`src/rtl/isa_cycle_seq.sv`:
```
module isa_cycle_seq #(
  parameter int ADDR_W   = 20,
  parameter int WAIT_MAX = 7
) (
  input  logic              clk,
  input  logic              rst_n,
  input  logic              req_valid,
  output logic              req_ready,
  input  logic [ADDR_W-1:0] req_addr,
  input  logic              req_io,
  input  logic              req_write,
  input  logic              req_word,
  input  logic [15:0]       req_wdata,
  input  logic              wide_bus,
  input  logic              dev16,
  output logic              rsp_done,
  output logic [15:0]       rsp_rdata,
  output logic [ADDR_W-1:0] bus_addr,
  output logic              bus_memr,
  output logic              bus_memw,
  output logic              bus_ior,
  output logic              bus_iow,
  output logic [15:0]       bus_dout,
  output logic              bus_oe,
  input  logic [15:0]       bus_din,
  input  logic              bus_zws,
  input  logic              bus_rdy
);
  localparam int WW = $clog2(WAIT_MAX + 1);

  typedef enum logic [1:0] {S_IDLE, S_CMD, S_REC} st_t;

  st_t               st;
  logic [ADDR_W-1:0] a;
  logic              io, wr, word, wide, d16, part;
  logic [15:0]       wdat, rdat;
  logic [2:0]        cnt, cmd_len;
  logic [WW-1:0]     waits;
  logic              split, full16, nom, fin, last;

  assign split  = word && (!wide || !d16 || a[0]);
  assign full16 = word && !split;
  assign last   = !split || part;

  always_comb begin
    if (!wide)             cmd_len = io ? 3'd4 : 3'd3;
    else if (full16 || d16) cmd_len = 3'd2;
    else                   cmd_len = 3'd5;
  end

  assign nom = cnt >= cmd_len;
  assign fin = (bus_zws && cnt >= 3'd2) || (nom && (bus_rdy || waits == WW'(WAIT_MAX)));

  always_ff @(posedge clk or negedge rst_n) begin
    if (!rst_n) begin
      st <= S_IDLE; a <= '0; io <= 1'b0; wr <= 1'b0; word <= 1'b0;
      wide <= 1'b0; d16 <= 1'b0; part <= 1'b0; wdat <= '0; rdat <= '0;
      cnt <= '0; waits <= '0;
    end else begin
      case (st)
        S_IDLE: if (req_valid) begin
          a <= req_addr; io <= req_io; wr <= req_write; word <= req_word;
          wdat <= req_wdata; wide <= wide_bus; d16 <= dev16;
          part <= 1'b0; cnt <= 3'd1; waits <= '0; st <= S_CMD;
        end
        S_CMD: if (fin) begin
          st <= S_REC;
          if (!wr) begin
            if (full16)    rdat <= bus_din;
            else if (part) rdat[15:8] <= bus_din[7:0];
            else           rdat <= {8'h00, bus_din[7:0]};
          end
        end else if (!nom) cnt <= cnt + 3'd1;
        else               waits <= waits + 1'b1;
        S_REC: if (!last) begin
          part <= 1'b1; cnt <= 3'd1; waits <= '0; st <= S_CMD;
        end else st <= S_IDLE;
        default: st <= S_IDLE;
      endcase
    end
  end

  assign req_ready = st == S_IDLE;
  assign rsp_done  = st == S_REC && last;
  assign rsp_rdata = rdat;
  assign bus_addr  = (st == S_IDLE) ? '0 : a + ADDR_W'(part);
  assign bus_memr  = st == S_CMD && !io && !wr;
  assign bus_memw  = st == S_CMD && !io &&  wr;
  assign bus_ior   = st == S_CMD &&  io && !wr;
  assign bus_iow   = st == S_CMD &&  io &&  wr;
  assign bus_oe    = wr && st != S_IDLE;
  assign bus_dout  = full16 ? wdat : {8'h00, part ? wdat[15:8] : wdat[7:0]};

  logic any_strobe;
  assign any_strobe = bus_memr | bus_memw | bus_ior | bus_iow;

  p_one_strobe_r10: assert property (@(posedge clk) disable iff (!rst_n)
    $onehot0({bus_memr, bus_memw, bus_ior, bus_iow}));

  p_addr_stable_r10: assert property (@(posedge clk) disable iff (!rst_n)
    (st != S_IDLE && $past(st) != S_IDLE && part == $past(part)) |-> $stable(bus_addr));

  p_done_after_release_r1: assert property (@(posedge clk) disable iff (!rst_n)
    rsp_done |-> (!any_strobe && $past(any_strobe)));

  p_done_pulse_r1: assert property (@(posedge clk) disable iff (!rst_n)
    rsp_done |=> (!rsp_done && req_ready));

  p_zws_short_r8: assert property (@(posedge clk) disable iff (!rst_n)
    (st == S_CMD && cnt >= 3'd2 && bus_zws) |=> !any_strobe);

  p_wait_timeout_r9: assert property (@(posedge clk) disable iff (!rst_n)
    (st == S_CMD && nom && waits == WW'(WAIT_MAX)) |=> !any_strobe);
endmodule

```
`config.mk`:
```
export PLATFORM = sky130hd
export DESIGN_NAME = isa_cycle_seq
export DESIGN_NICKNAME = d
export VERILOG_FILES = /design/src/rtl/isa_cycle_seq.sv
export SDC_FILE = /design/constraint.sdc
export NUM_CORES = 1
export LEC_CHECK = 0
export BUFFER_PORTS_ARGS = -buffer_cell sky130_fd_sc_hd__buf_4
export CORE_ASPECT_RATIO = 0.7
export CORE_MARGIN = 3
export CORE_UTILIZATION = 45
export CTS_CLUSTER_DIAMETER = 60
export CTS_CLUSTER_SIZE = 40
export DETAILED_ROUTE_END_ITERATION = 10
export GPL_ROUTABILITY_DRIVEN = 0
export PLACE_DENSITY = 0.76
export REMOVE_ABC_BUFFERS = 1
export SETUP_SLACK_MARGIN = 0.1
export SLEW_MARGIN = 5
export SYNTH_ARGS = -nofsm -noshare
export SYNTH_HDL_FRONTEND = slang
export SYNTH_SLANG_ARGS = --single-unit
```
`constraint.sdc`:
```
create_clock -name clk -period 2.1 [get_ports clk]
set_input_delay 0.105 -clock clk [delete_from_list [all_inputs] [get_ports clk]]
set_output_delay 0.105 -clock clk [all_outputs]
set_load 0.02 [all_outputs]
```
==> run metrics <==
Fillers 464; Ys Warns 0; DR vias 3120; gr usage total 22.3%; Initial Util approximately half; global-route wire length before repair ~15 mm; ratio of cells with drive above 1 in the final layout a little over half; NetSw approximately 0.0036 W; status finished, violations left; DRC viols 0; WL final ~10 mm; worst min path class in2reg; Max VDD drop between 800 and 900 µV; FMAX roughly 470 MHz; CTS tree done; # rows 25; synth unique cells 32; CP max stage delay approximately 0.40 ns; CP arrival 2.01 ns; sequential share of power between 20 and 30%; Synth Register Bits 66; sequential area share after synthesis 48.4%; clock transition at the registers of the reported paths ~0.06 ns; Logic pwr share 58.5%; Int Pwr about 0.0051 W; WL/cell roughly 16 µm; RSZ-0062 raised after global routing yes; Mapped Cells 330; Final Max Tran Viols 0; core area 0.00704 mm²; failing checks setup timing; PnR worst setup slack -0.0121 ns; net total in the final layout slightly below 600; relative slew slack between 40% and 50%; Die Area 0.00868 mm²; Buf/Inv on CP 5; ANT cells 0; initial drt markers 160; Overflow after GRT 0; Via density approximately 5; slew of the pin with the lowest slew margin 0.835 ns; Detail Placement HPWL approximately 6.4 mm; Antenna Violating Nets Remaining 0; Cell Chain, Critical Path buf_4 > and3b_2 > buf_6 > and2_4 > buf_6 > nor2b_4 > buf_6 > nand2_1 > nand2_1 > buf_6; Async SR Flop Fraction 100%; CTS buffer count 9; total power ~0.0087 W; setup_tns -0.0171 ns; CP Capture Type output pin; endpoints failing setup 3; largest fanout on the critical path 5; Main synth FF type dfrtp_1; clock buffer depth 2; clock root cell clkbuf_8; die width about 110 µm; clock period minus worst slack about 2.1 ns; Leakage between 2 and 3 nW; pwr/cell area roughly 1600 mW/mm²; number of max-cap violations 0; Syn-to-layout area delta 62.4%; initial antenna violation count 0; Fin Clk Skew about 0.012 ns; switching share of power 41.5%; clock power share about an eighth; Crit Path Category reg2out; nature of the critical path startpoint flip-flop; DRT Pass-1 Iters 5; required time of the critical path roughly 2 ns; Clk Latency, worst-skew pair ~0.33 ns; Post-synth EDFFs 0; synthesized area between 0.003 and 0.004 mm²; delay-heaviest family, CP simple AND/OR/NAND/NOR gates; I/O pins approximately 120; Die H between 70 and 80 µm; pin count of the biggest net entering global routing 67; cell mode on critical path buf_6; htree depth 3; CTS Sinks 66; Place WS -0.149 ns; slowest CP cell dfrtp_1; syn_area_per_cell 10.3 µm²; period utilization 101%; endpoints failing hold 0; port bufs between 100 and 150; vias in the first global route 3135
## cell usage in the layout (no fill, tap or decap), types with 4 or more instances in the layout
cell / instances
buf_4: 137
dfrtp_1: 65
mux2_2: 41
nand2_1: 33
dlygate4sd3_1: 32
nor2_1: 25
buf_6: 14
nand2_2: 13
and3_1: 12
xor2_1: 11
o21ai_0: 10
clkbuf_8: 9
mux2_4: 8
nand3_1: 7
a22oi_2: 6
inv_1: 5
xnor2_1: 5
nor3_1: 5
o21ai_1: 5
ha_1: 5
nand3_2: 4
nand4_1: 4
nor2b_1: 4
ha_4: 4
## through the flow
step / hold WS (ns) / utilization (%) / cells / instance area, µm²
6_report: 0.0158 / 78.7 / 610 / 5540
5_1_grt: -0.00204 / 78.7 / 610 / 5540
4_1_cts: 0.000873 / 75.1 / 603 / 5290
3_3_place_gp: 0.254 / 64.0 / 546 / 4510
3_5_place_dp: 0.255 / 64.0 / 546 / 4510
2_1_floorplan: -0.191 / - / 315 / 3350
## area by class of cell
type	count	area (µm²)	area share, %
multi-input cells	242	1990	35.9
flip-flops and latches	66	1650	29.8
repair buffers	185	1540	27.8
clock inverters	5	78.8	1.42
inverters	7	26.3	0.474
well taps	94	118	2.12
clock buffers	11	131	2.37
## power groups by stage
stage	logic (W)	registers (W)	clock network, W
2_1_floorplan	0.00242	0.00246	0
3_3_place_gp	0.00408	0.00237	0
3_5_place_dp	0.00421	0.00241	0
4_1_cts	0.00474	0.00242	0.00116
5_1_grt	0.00550	0.00257	0.00122
6_report	0.00510	0.00250	0.00113
## path summary, 6_finish.rpt
| path | depth (start not counted) | to | start | slack (ns) |
|---|---|---|---|---|
| min | 2 | a[1] | req_addr[1] | 0.02 |
| max reg2reg | 9 | rsp_rdata[1] | wide | 0 |
| min reg2reg | 2 | rsp_rdata[10] | rsp_rdata[10] | 0.49 |
| min in group asynchronous | 2 | a[17] | rst_n | 0.42 |
| max | 10 | bus_dout[5] | a[0] | -0.01 |
| max in group asynchronous | 2 | wide | rst_n | 1.08 |
## routing by layer
| layer | vias to the layer above | track usage [%] | wire, µm |
|---|---|---|---|
| li1 | 1511 | - | - |
| met1 | 1486 | 29.3 | 4150 |
| met2 | 108 | 36.1 | 4870 |
| met3 | 15 | 6.34 | 760 |
| met4 | 0 | 6.23 | 108 |
| met5 | - | 0 | 0 |
## Yosys cell counts (7+ instances only)
| master | number | area share (%) |
|---|---|---|
| a22oi_1 | 8 | 1.8 |
| mux2_2 | 49 | 16 |
| nand2_1 | 46 | 5.1 |
| nor2_1 | 28 | 3.1 |
| o21ai_0 | 16 | 2.3 |
| dfrtp_1 | 66 | 48 |
| xor2_1 | 11 | 2.8 |
| clkbuf_1 | 9 | 0.99 |
| ha_1 | 9 | 3.3 |
| inv_1 | 7 | 0.77 |
| nand3_1 | 12 | 1.8 |
| and3_1 | 12 | 2.2 |
## logic make-up (layout without fill, tap and decap cells)
| family | Yosys count | after routing | share of synthesized area (%) |
|---|---|---|---|
| AOI/OAI and AO/OA | 37 | 37 | 7.04 |
| xor gates and xnor gates | 17 | 17 | 4.37 |
| adders and majority gates | 9 | 9 | 3.30 |
| buffers and inverters | 22 | 208 | 2.64 |
| DFF | 66 | 66 | 48.4 |
| muxes | 50 | 50 | 16.5 |
| and+or+nand+nor | 129 | 129 | 17.8 |
## repair_timing
action / in CTS / in global routing
endpoints found under the hold margin: 95 / 2
pin swaps: 20 / 14
gates cloned: 1 / 0
hold buffers: 30 / 2
setup endpoints to repair: 34 / 43
buffers inserted: 11 / 5
resized for setup: 55 / 41
## flip-flops by register name (all words and copies together) (netlist names)
name       cells
a             20
part           1
wdat          16
wr             1
d16            1
io             1
st             2
word           1
wide           1
waits          3
rsp_rdata     16
cnt            3
Note: power is estimated with default switching activity, not from simulation.
